## config.mk

```make
export PLATFORM = sky130hd
export DESIGN_NAME = qdr_burst_sram
export DESIGN_NICKNAME = d
export VERILOG_FILES = /design/src/rtl/qdr_pkg.sv /design/src/rtl/qdr_burst_fsm.sv /design/src/rtl/qdr_lane_array.sv /design/src/rtl/qdr_read_launch.sv /design/src/rtl/qdr_burst_sram.sv
export SDC_FILE = /design/constraint.sdc
export NUM_CORES = 2
export LEC_CHECK = 0
export BUFFER_PORTS_ARGS = -buffer_cell sky130_fd_sc_hd__buf_2
export CORE_MARGIN = 2
export CORE_UTILIZATION = 45
export CTS_CLUSTER_DIAMETER = 100
export CTS_CLUSTER_SIZE = 28
export DETAILED_ROUTE_END_ITERATION = 16
export GPL_ROUTABILITY_DRIVEN = 0
export HOLD_SLACK_MARGIN = 0.03
export PLACE_DENSITY = 0.59
export SLEW_MARGIN = 0
export SYNTH_ARGS = -nofsm -noshare
export SYNTH_HDL_FRONTEND = slang
export SYNTH_SLANG_ARGS = --single-unit
```

## constraint.sdc

```tcl
create_clock -name clk -period 2.9 [get_ports clk]
set_clock_uncertainty 0.2 [all_clocks]
set_input_delay 0.29 -clock clk [delete_from_list [all_inputs] [get_ports clk]]
set_output_delay 0.29 -clock clk [all_outputs]
set_load 0.02 [all_outputs]
```

## src/rtl/qdr_pkg.sv

```systemverilog
package qdr_pkg;

    typedef enum logic [2:0] {
        BST_IDLE,
        BST_B0,
        BST_B1,
        BST_B2,
        BST_B3
    } burst_st_t;

endpackage

```

## src/rtl/qdr_burst_fsm.sv

```systemverilog
module qdr_burst_fsm
    import qdr_pkg::*;
#(
    parameter int AW = 6
) (
    input  logic          clk,
    input  logic          rst_n,
    input  logic          k_edge,
    input  logic          req,
    input  logic [AW-1:0] base_in,
    output logic          issue_vld,
    output logic [AW-1:0] issue_addr
);

    burst_st_t     st, st_nx;
    logic [AW-1:0] base_q;
    logic          take;
    logic [1:0]    idx;

    // next state
    always_comb begin
        st_nx = st;
        take  = 1'b0;
        unique case (st)
            BST_IDLE: begin
                if (k_edge && req) begin
                    st_nx = BST_B0;
                    take  = 1'b1;
                end
            end
            BST_B0: st_nx = BST_B1;
            BST_B1: st_nx = BST_B2;
            BST_B2: st_nx = BST_B3;
            BST_B3: begin
                if (req) begin
                    st_nx = BST_B0;
                    take  = 1'b1;
                end else begin
                    st_nx = BST_IDLE;
                end
            end
            default: st_nx = BST_IDLE;
        endcase
    end

    // state register
    always_ff @(posedge clk) begin
        if (!rst_n) begin
            st     <= BST_IDLE;
            base_q <= '0;
        end else begin
            st <= st_nx;
            if (take) begin
                base_q <= base_in;
            end
        end
    end

    // outputs
    always_comb begin
        issue_vld = 1'b1;
        idx       = 2'd0;
        unique case (st)
            BST_IDLE: issue_vld = 1'b0;
            BST_B0:   idx = 2'd0;
            BST_B1:   idx = 2'd1;
            BST_B2:   idx = 2'd2;
            BST_B3:   idx = 2'd3;
            default:  issue_vld = 1'b0;
        endcase
        issue_addr = {base_q[AW-1:2], 2'(base_q[1:0] + idx)};
    end

    // the busy-window state and the restart state must fall on K edges
    k_aligned_chk: assert property (@(posedge clk) disable iff (!rst_n)
        (st == BST_B1 || st == BST_B3) |-> k_edge);


    burst_step_chk: assert property (@(posedge clk) disable iff (!rst_n)
        (st == BST_B0) |=> (st == BST_B1));

endmodule

```

## src/rtl/qdr_lane_array.sv

```systemverilog
module qdr_lane_array #(
    parameter int AW     = 6,
    parameter int LANES  = 4,
    parameter int LANE_W = 9,
    localparam int DEPTH = 1 << AW,
    localparam int W     = LANES * LANE_W
) (
    input  logic             clk,
    input  logic             we,
    input  logic [AW-1:0]    waddr,
    input  logic [W-1:0]     wdata,
    input  logic [LANES-1:0] wbe_n,
    input  logic [AW-1:0]    raddr,
    output logic [W-1:0]     rdata
);

    for (genvar l = 0; l < LANES; l++) begin : g_lane
        logic [LANE_W-1:0] lane_mem [DEPTH];

        always_ff @(posedge clk) begin
            if (we && !wbe_n[l]) begin
                lane_mem[waddr] <= wdata[l*LANE_W +: LANE_W];
            end
        end

        assign rdata[l*LANE_W +: LANE_W] = lane_mem[raddr];
    end

endmodule

```

## src/rtl/qdr_read_launch.sv

```systemverilog
module qdr_read_launch #(
    parameter int AW = 6,
    parameter int W  = 36
) (
    input  logic          clk,
    input  logic          rst_n,
    input  logic          issue_vld,
    input  logic [AW-1:0] issue_addr,
    input  logic          launch_en,
    output logic [AW-1:0] arr_raddr,
    input  logic [W-1:0]  arr_rdata,
    output logic [W-1:0]  q,
    output logic          q_oe
);

    logic          p1_vld, p2_vld;
    logic [AW-1:0] p1_addr, p2_addr;

    always_ff @(posedge clk) begin
        if (!rst_n) begin
            p1_vld  <= 1'b0;
            p2_vld  <= 1'b0;
            p1_addr <= '0;
            p2_addr <= '0;
            q       <= '0;
            q_oe    <= 1'b0;
        end else begin
            p1_vld  <= issue_vld;
            p1_addr <= issue_addr;
            p2_vld  <= p1_vld;
            p2_addr <= p1_addr;
            if (launch_en) begin
                q_oe <= p2_vld;
                q    <= p2_vld ? arr_rdata : '0;
            end
        end
    end

    assign arr_raddr = p2_addr;


    hiz_zero_chk: assert property (@(posedge clk) disable iff (!rst_n)
        !q_oe |-> (q == '0));


    launch_hold_chk: assert property (@(posedge clk) disable iff (!rst_n)
        !launch_en |=> ($stable(q) && $stable(q_oe)));

endmodule

```

## src/rtl/qdr_burst_sram.sv

```systemverilog
module qdr_burst_sram #(
    parameter int AW     = 6,
    parameter int LANES  = 4,
    parameter int LANE_W = 9,
    localparam int W     = LANES * LANE_W
) (
    input  logic             clk,
    input  logic             rst_n,
    input  logic             rd_n,
    input  logic             wr_n,
    input  logic [AW-1:0]    addr,
    input  logic [W-1:0]     d,
    input  logic [LANES-1:0] bw_n,
    input  logic             out_on_k,
    input  logic             cq_tick,
    output logic [W-1:0]     q,
    output logic             q_oe
);

    logic          ph;
    logic          k_edge;
    logic          rd_issue_vld, wr_issue_vld;
    logic [AW-1:0] rd_issue_addr, wr_issue_addr;
    logic          wp_vld;
    logic [AW-1:0] wp_addr;
    logic [AW-1:0] arr_raddr;
    logic [W-1:0]  arr_rdata;

    // edge phase: 0 marks a K edge
    always_ff @(posedge clk) begin
        if (!rst_n) begin
            ph <= 1'b0;
        end else begin
            ph <= ~ph;
        end
    end
    assign k_edge = (ph == 1'b0);

    qdr_burst_fsm #(.AW(AW)) u_rd_fsm (
        .clk        (clk),
        .rst_n      (rst_n),
        .k_edge     (k_edge),
        .req        (~rd_n),
        .base_in    (addr),
        .issue_vld  (rd_issue_vld),
        .issue_addr (rd_issue_addr)
    );

    qdr_burst_fsm #(.AW(AW)) u_wr_fsm (
        .clk        (clk),
        .rst_n      (rst_n),
        .k_edge     (k_edge),
        .req        (~wr_n),
        .base_in    (addr),
        .issue_vld  (wr_issue_vld),
        .issue_addr (wr_issue_addr)
    );

    // one stage so that the beat address meets its data edge
    always_ff @(posedge clk) begin
        if (!rst_n) begin
            wp_vld  <= 1'b0;
            wp_addr <= '0;
        end else begin
            wp_vld  <= wr_issue_vld;
            wp_addr <= wr_issue_addr;
        end
    end

    qdr_lane_array #(.AW(AW), .LANES(LANES), .LANE_W(LANE_W)) u_array (
        .clk   (clk),
        .we    (wp_vld),
        .waddr (wp_addr),
        .wdata (d),
        .wbe_n (bw_n),
        .raddr (arr_raddr),
        .rdata (arr_rdata)
    );

    qdr_read_launch #(.AW(AW), .W(W)) u_launch (
        .clk        (clk),
        .rst_n      (rst_n),
        .issue_vld  (rd_issue_vld),
        .issue_addr (rd_issue_addr),
        .launch_en  (out_on_k | cq_tick),
        .arr_raddr  (arr_raddr),
        .arr_rdata  (arr_rdata),
        .q          (q),
        .q_oe       (q_oe)
    );

    // first write beat is stored on a K edge
    wbeat_on_k_chk: assert property (@(posedge clk) disable iff (!rst_n)
        $rose(wp_vld) |-> k_edge);

    // in K launch mode the first read beat follows a K# edge
    rd_first_chk: assert property (@(posedge clk) disable iff (!rst_n)
        ($rose(q_oe) && $past(out_on_k)) |-> k_edge);

endmodule

```

==> impl_metrics.toml <==
[clock_network]
clock_latency_ps = 820
cts_buffers = 97
cts_max_level = 3
clkSinkCount = 2381
tritoncts = "yes"
clockBufferDepth = 3
clockRootBuffer = "clkbuf_16"
clk_pin_slew_ps = 110

[worst_setup_path]
criticalPathCategory = "register to register"
cp_max_fo = 24
cp.arrival_ps = 3540
endpoint_kind = "register"
required_ps = 3460
timing.reg2reg.worst_path_depth = 5
startpoint_type = "register"
rrSetupSlack_ps = -70
reg2reg_to = "u_launch.q[16]"

[job]
max-cap-violations = 0

[floorplan]
start_util_pct = 45.4
die_area_sq_um = 208000
ios = 89
die_x_um = 456
coreArea_sq_um = 203000
die_h_um = 456
rows = 165

[logic_synthesis]
synth_area_leaders = "edfxtp_1 (75%), mux4_2 (15%), dfxtp_1 (1.7%), mux2i_1 (1.4%), nor2_1 (1.2%)"
syn_avg_cell_area_sq_um = 21.5
synth_top_area_share_pct = 75.3
syn_inst = 4274
ys_ff_latch = 2381
synth_edf_count = 2304
async_flop_share_pct = 0
ys_types = 69
yosysSeqAreaShare_pct = 77.0
synth_area_leader_cell = "edfxtp_1"
synthesis.area_sq_um = 91900
ys_warn_count = 0
synth_nets = 4328
synth_ff_type = "edfxtp_1"

[pwr]
power_leakage_nw = 31.5
peakVddDrop_mv = 0.571
power_density_nw_per_um2 = 567

[grt]
grt_pass1_vias = 45520
antenna_found_initial = 13
grt-ovfl-total = 0
grt_pass1_wl_um = 365000
grt_usage_pct = 25.1
grt_max_degree = 65

[sta]
fin_crit_ps = 2970
fmax_mhz = 336
tightestPinTransition_ps = 1140
worst_slew_margin_rel_pct = 23.8
setup_ws_ps = -71.9
drv_slew = 0
hold_viol_final = 0
setup_viol = 1
fin_crit_sh_pct = 102
whs_ps = 58.2

[route]
ant_nets = 0
num_vias = 46885
drc = 0
wl_um = 264000
vias_per_cell = 6.15
wire_per_inst_um = 34.6
first_iter_violations = 6638
firstDrtPassIters = 12

[cells_and_area]
design_area_sq_um = 103000
nFillCells = 15906
area_growth_pct = 12.5
drive_gt1_share_pct = 30.0
final_nets = 4926

[placed_design]
dpl.hpwl_um = 176000
dpl-instance-area_sq_um = 99700
port_buffers = 88

[hold_path]
hold_path.class = "input port to register"
hold_end = "u_array.g_lane[0].lane_mem[19][6]"
holdPathStages = 1
min_from = "d[6]"

[run_status]
status = "finished with violations"
violations = "setup timing"
## cells in the final DEF (no fill, tap or decap), types with 7 or more instances in the layout
master	Yosys	layout
nor2b_1	38	35
buf_2	67	88
diode_2	0	8
nand2b_1	18	14
and2_1	27	26
o211ai_1	10	10
mux2i_1	127	123
nor3b_1	9	8
nand2_1	152	152
a31oi_1	9	8
o21ai_0	13	11
nor2_1	293	292
nand3_1	56	56
a22oi_1	52	49
edfxtp_1	2304	2304
mux2_2	27	27
buf_12	1	62
dfxtp_1	77	72
dlygate4sd3_1	0	45
buf_4	47	544
a32o_1	7	7
clkbuf_1	84	64
and3_1	8	8
o22ai_1	29	29
a211oi_1	11	10
mux4_2	600	600
xnor2_1	8	8
a21oi_1	22	22
clkbuf_16	0	102
nor3_1	21	18
## where the power goes
part | switching [W] | leakage [nW] | internal, W
clock | 0.0104 | 1.39 | 0.00676
sequential | 0.0000984 | 21.3 | 0.0377
combinational | 0.00213 | 8.82 | 0.00153
total | 0.0126 | 31.5 | 0.0460
## worst max-delay path, cell delays in order (launching register included)
cell and delay [ps]:
dfxtp_4 670, nor2b_2 630, nand2_1 590, buf_4 340, o21ai_0 260, o311a_1 170
## stage by stage
| stage | setup slack, ps | std cells | TNS [ps] | total power, W | util, % |
|---|---|---|---|---|---|
| global route | -23.9 | 7622 | -29.0 | 0.0602 | 51.0 |
| global placement | -324 | 7390 | -1480 | 0.0421 | 49.2 |
| detailed placement | -349 | 7390 | -1440 | 0.0422 | 49.2 |
| finish | -71.9 | 7629 | -71.9 | 0.0586 | 51.1 |
| floorplan | 430 | 4274 | 0 | 0.0404 | - |
| CTS | 3.11 | 7616 | 0 | 0.0589 | 51.0 |
## synthesized netlist by cell type, types with 21 or more instances
| master | number |
|---|---|
| buf_2 | 67 |
| clkbuf_1 | 84 |
| nor3_1 | 21 |
| mux4_2 | 600 |
| buf_4 | 47 |
| edfxtp_1 | 2304 |
| nor2b_1 | 38 |
| mux2i_1 | 127 |
| buf_1 | 26 |
| nor2_1 | 293 |
| and2_1 | 27 |
| dfxtp_1 | 77 |
| a22oi_1 | 52 |
| nand3_1 | 56 |
| mux2_2 | 27 |
| a21oi_1 | 22 |
| o22ai_1 | 29 |
| nand2_1 | 152 |
## repair_timing
item	4_1_cts	5_1_grt
hold endpoints to repair	1278	0
buffers inserted	3	4
hold buffers	45	0
pin swaps	2	3
setup endpoints to repair	11	15
resized for setup	18	16
cloned	2	1
## layout make-up
class | instances | area (sq um) | area share (%)
Multi-Input combinational cell | 1642 | 19900 | 19.3
Clock inverter | 11 | 153 | 0.148
Clock buffer | 165 | 2770 | 2.68
Tap cell | 2672 | 3340 | 3.23
Inverter | 3 | 11.3 | 0.0109
Sequential cell | 2381 | 70700 | 68.4
Antenna cell | 8 | 20.0 | 0.0194
Timing Repair Buffer | 747 | 6430 | 6.22
## flip-flops by register name (all words and copies together) (netlist names), 3 cells and up, named ones only
signal                   count
u_array.g_lane.lane_mem   2304
u_launch.p1_addr             6
u_launch.q                  36
u_rd_fsm.base_q              6
u_rd_fsm.st                  3
u_wr_fsm.base_q              6
u_wr_fsm.st                  3
wp_addr                      6
## per-layer routing
metal | track usage [%] | part of all wire (%) | wire (um) | vias to the layer above
li1 | - | - | - | 18818
met1 | 36.1 | 40 | 107000 | 25425
met2 | 39.1 | 47 | 124000 | 2298
met3 | 4.60 | 9.0 | 23800 | 338
met4 | 7.84 | 3.5 | 9130 | 6
met5 | 0.0230 | 0.013 | 34 | -
## cell families (layout without fill, tap and decap cells)
group                      count (synthesis)  after routing  synth area share [%]
AOI/OAI and AO/OA                        224            224                  1.80
xor gates and xnor gates                  10             10                0.0953
adders and majority gates                  2              2                0.0272
buffers and inverters                    251            926                  1.52
DFF                                     2381           2381                  77.0
muxes                                    754            754                  16.4
other                                      0              8                     0
and+or+nand+nor                          652            652                  3.17
## worst max path at each step
stage                         from        endpoint  slack, ps  depth (start not counted)
after floorplan           register  u_launch.q[10]        430                          7
after global placement    register  u_launch.q[34]       -320                          9
after detailed placement  register  u_launch.q[34]       -350                          9
after CTS                 register  u_launch.q[35]          3                          8
after global routing      register  u_launch.q[15]        -20                          8
final                     register  u_launch.q[16]        -70                          5
No activity file was read; power rests on OpenSTA's default activity.
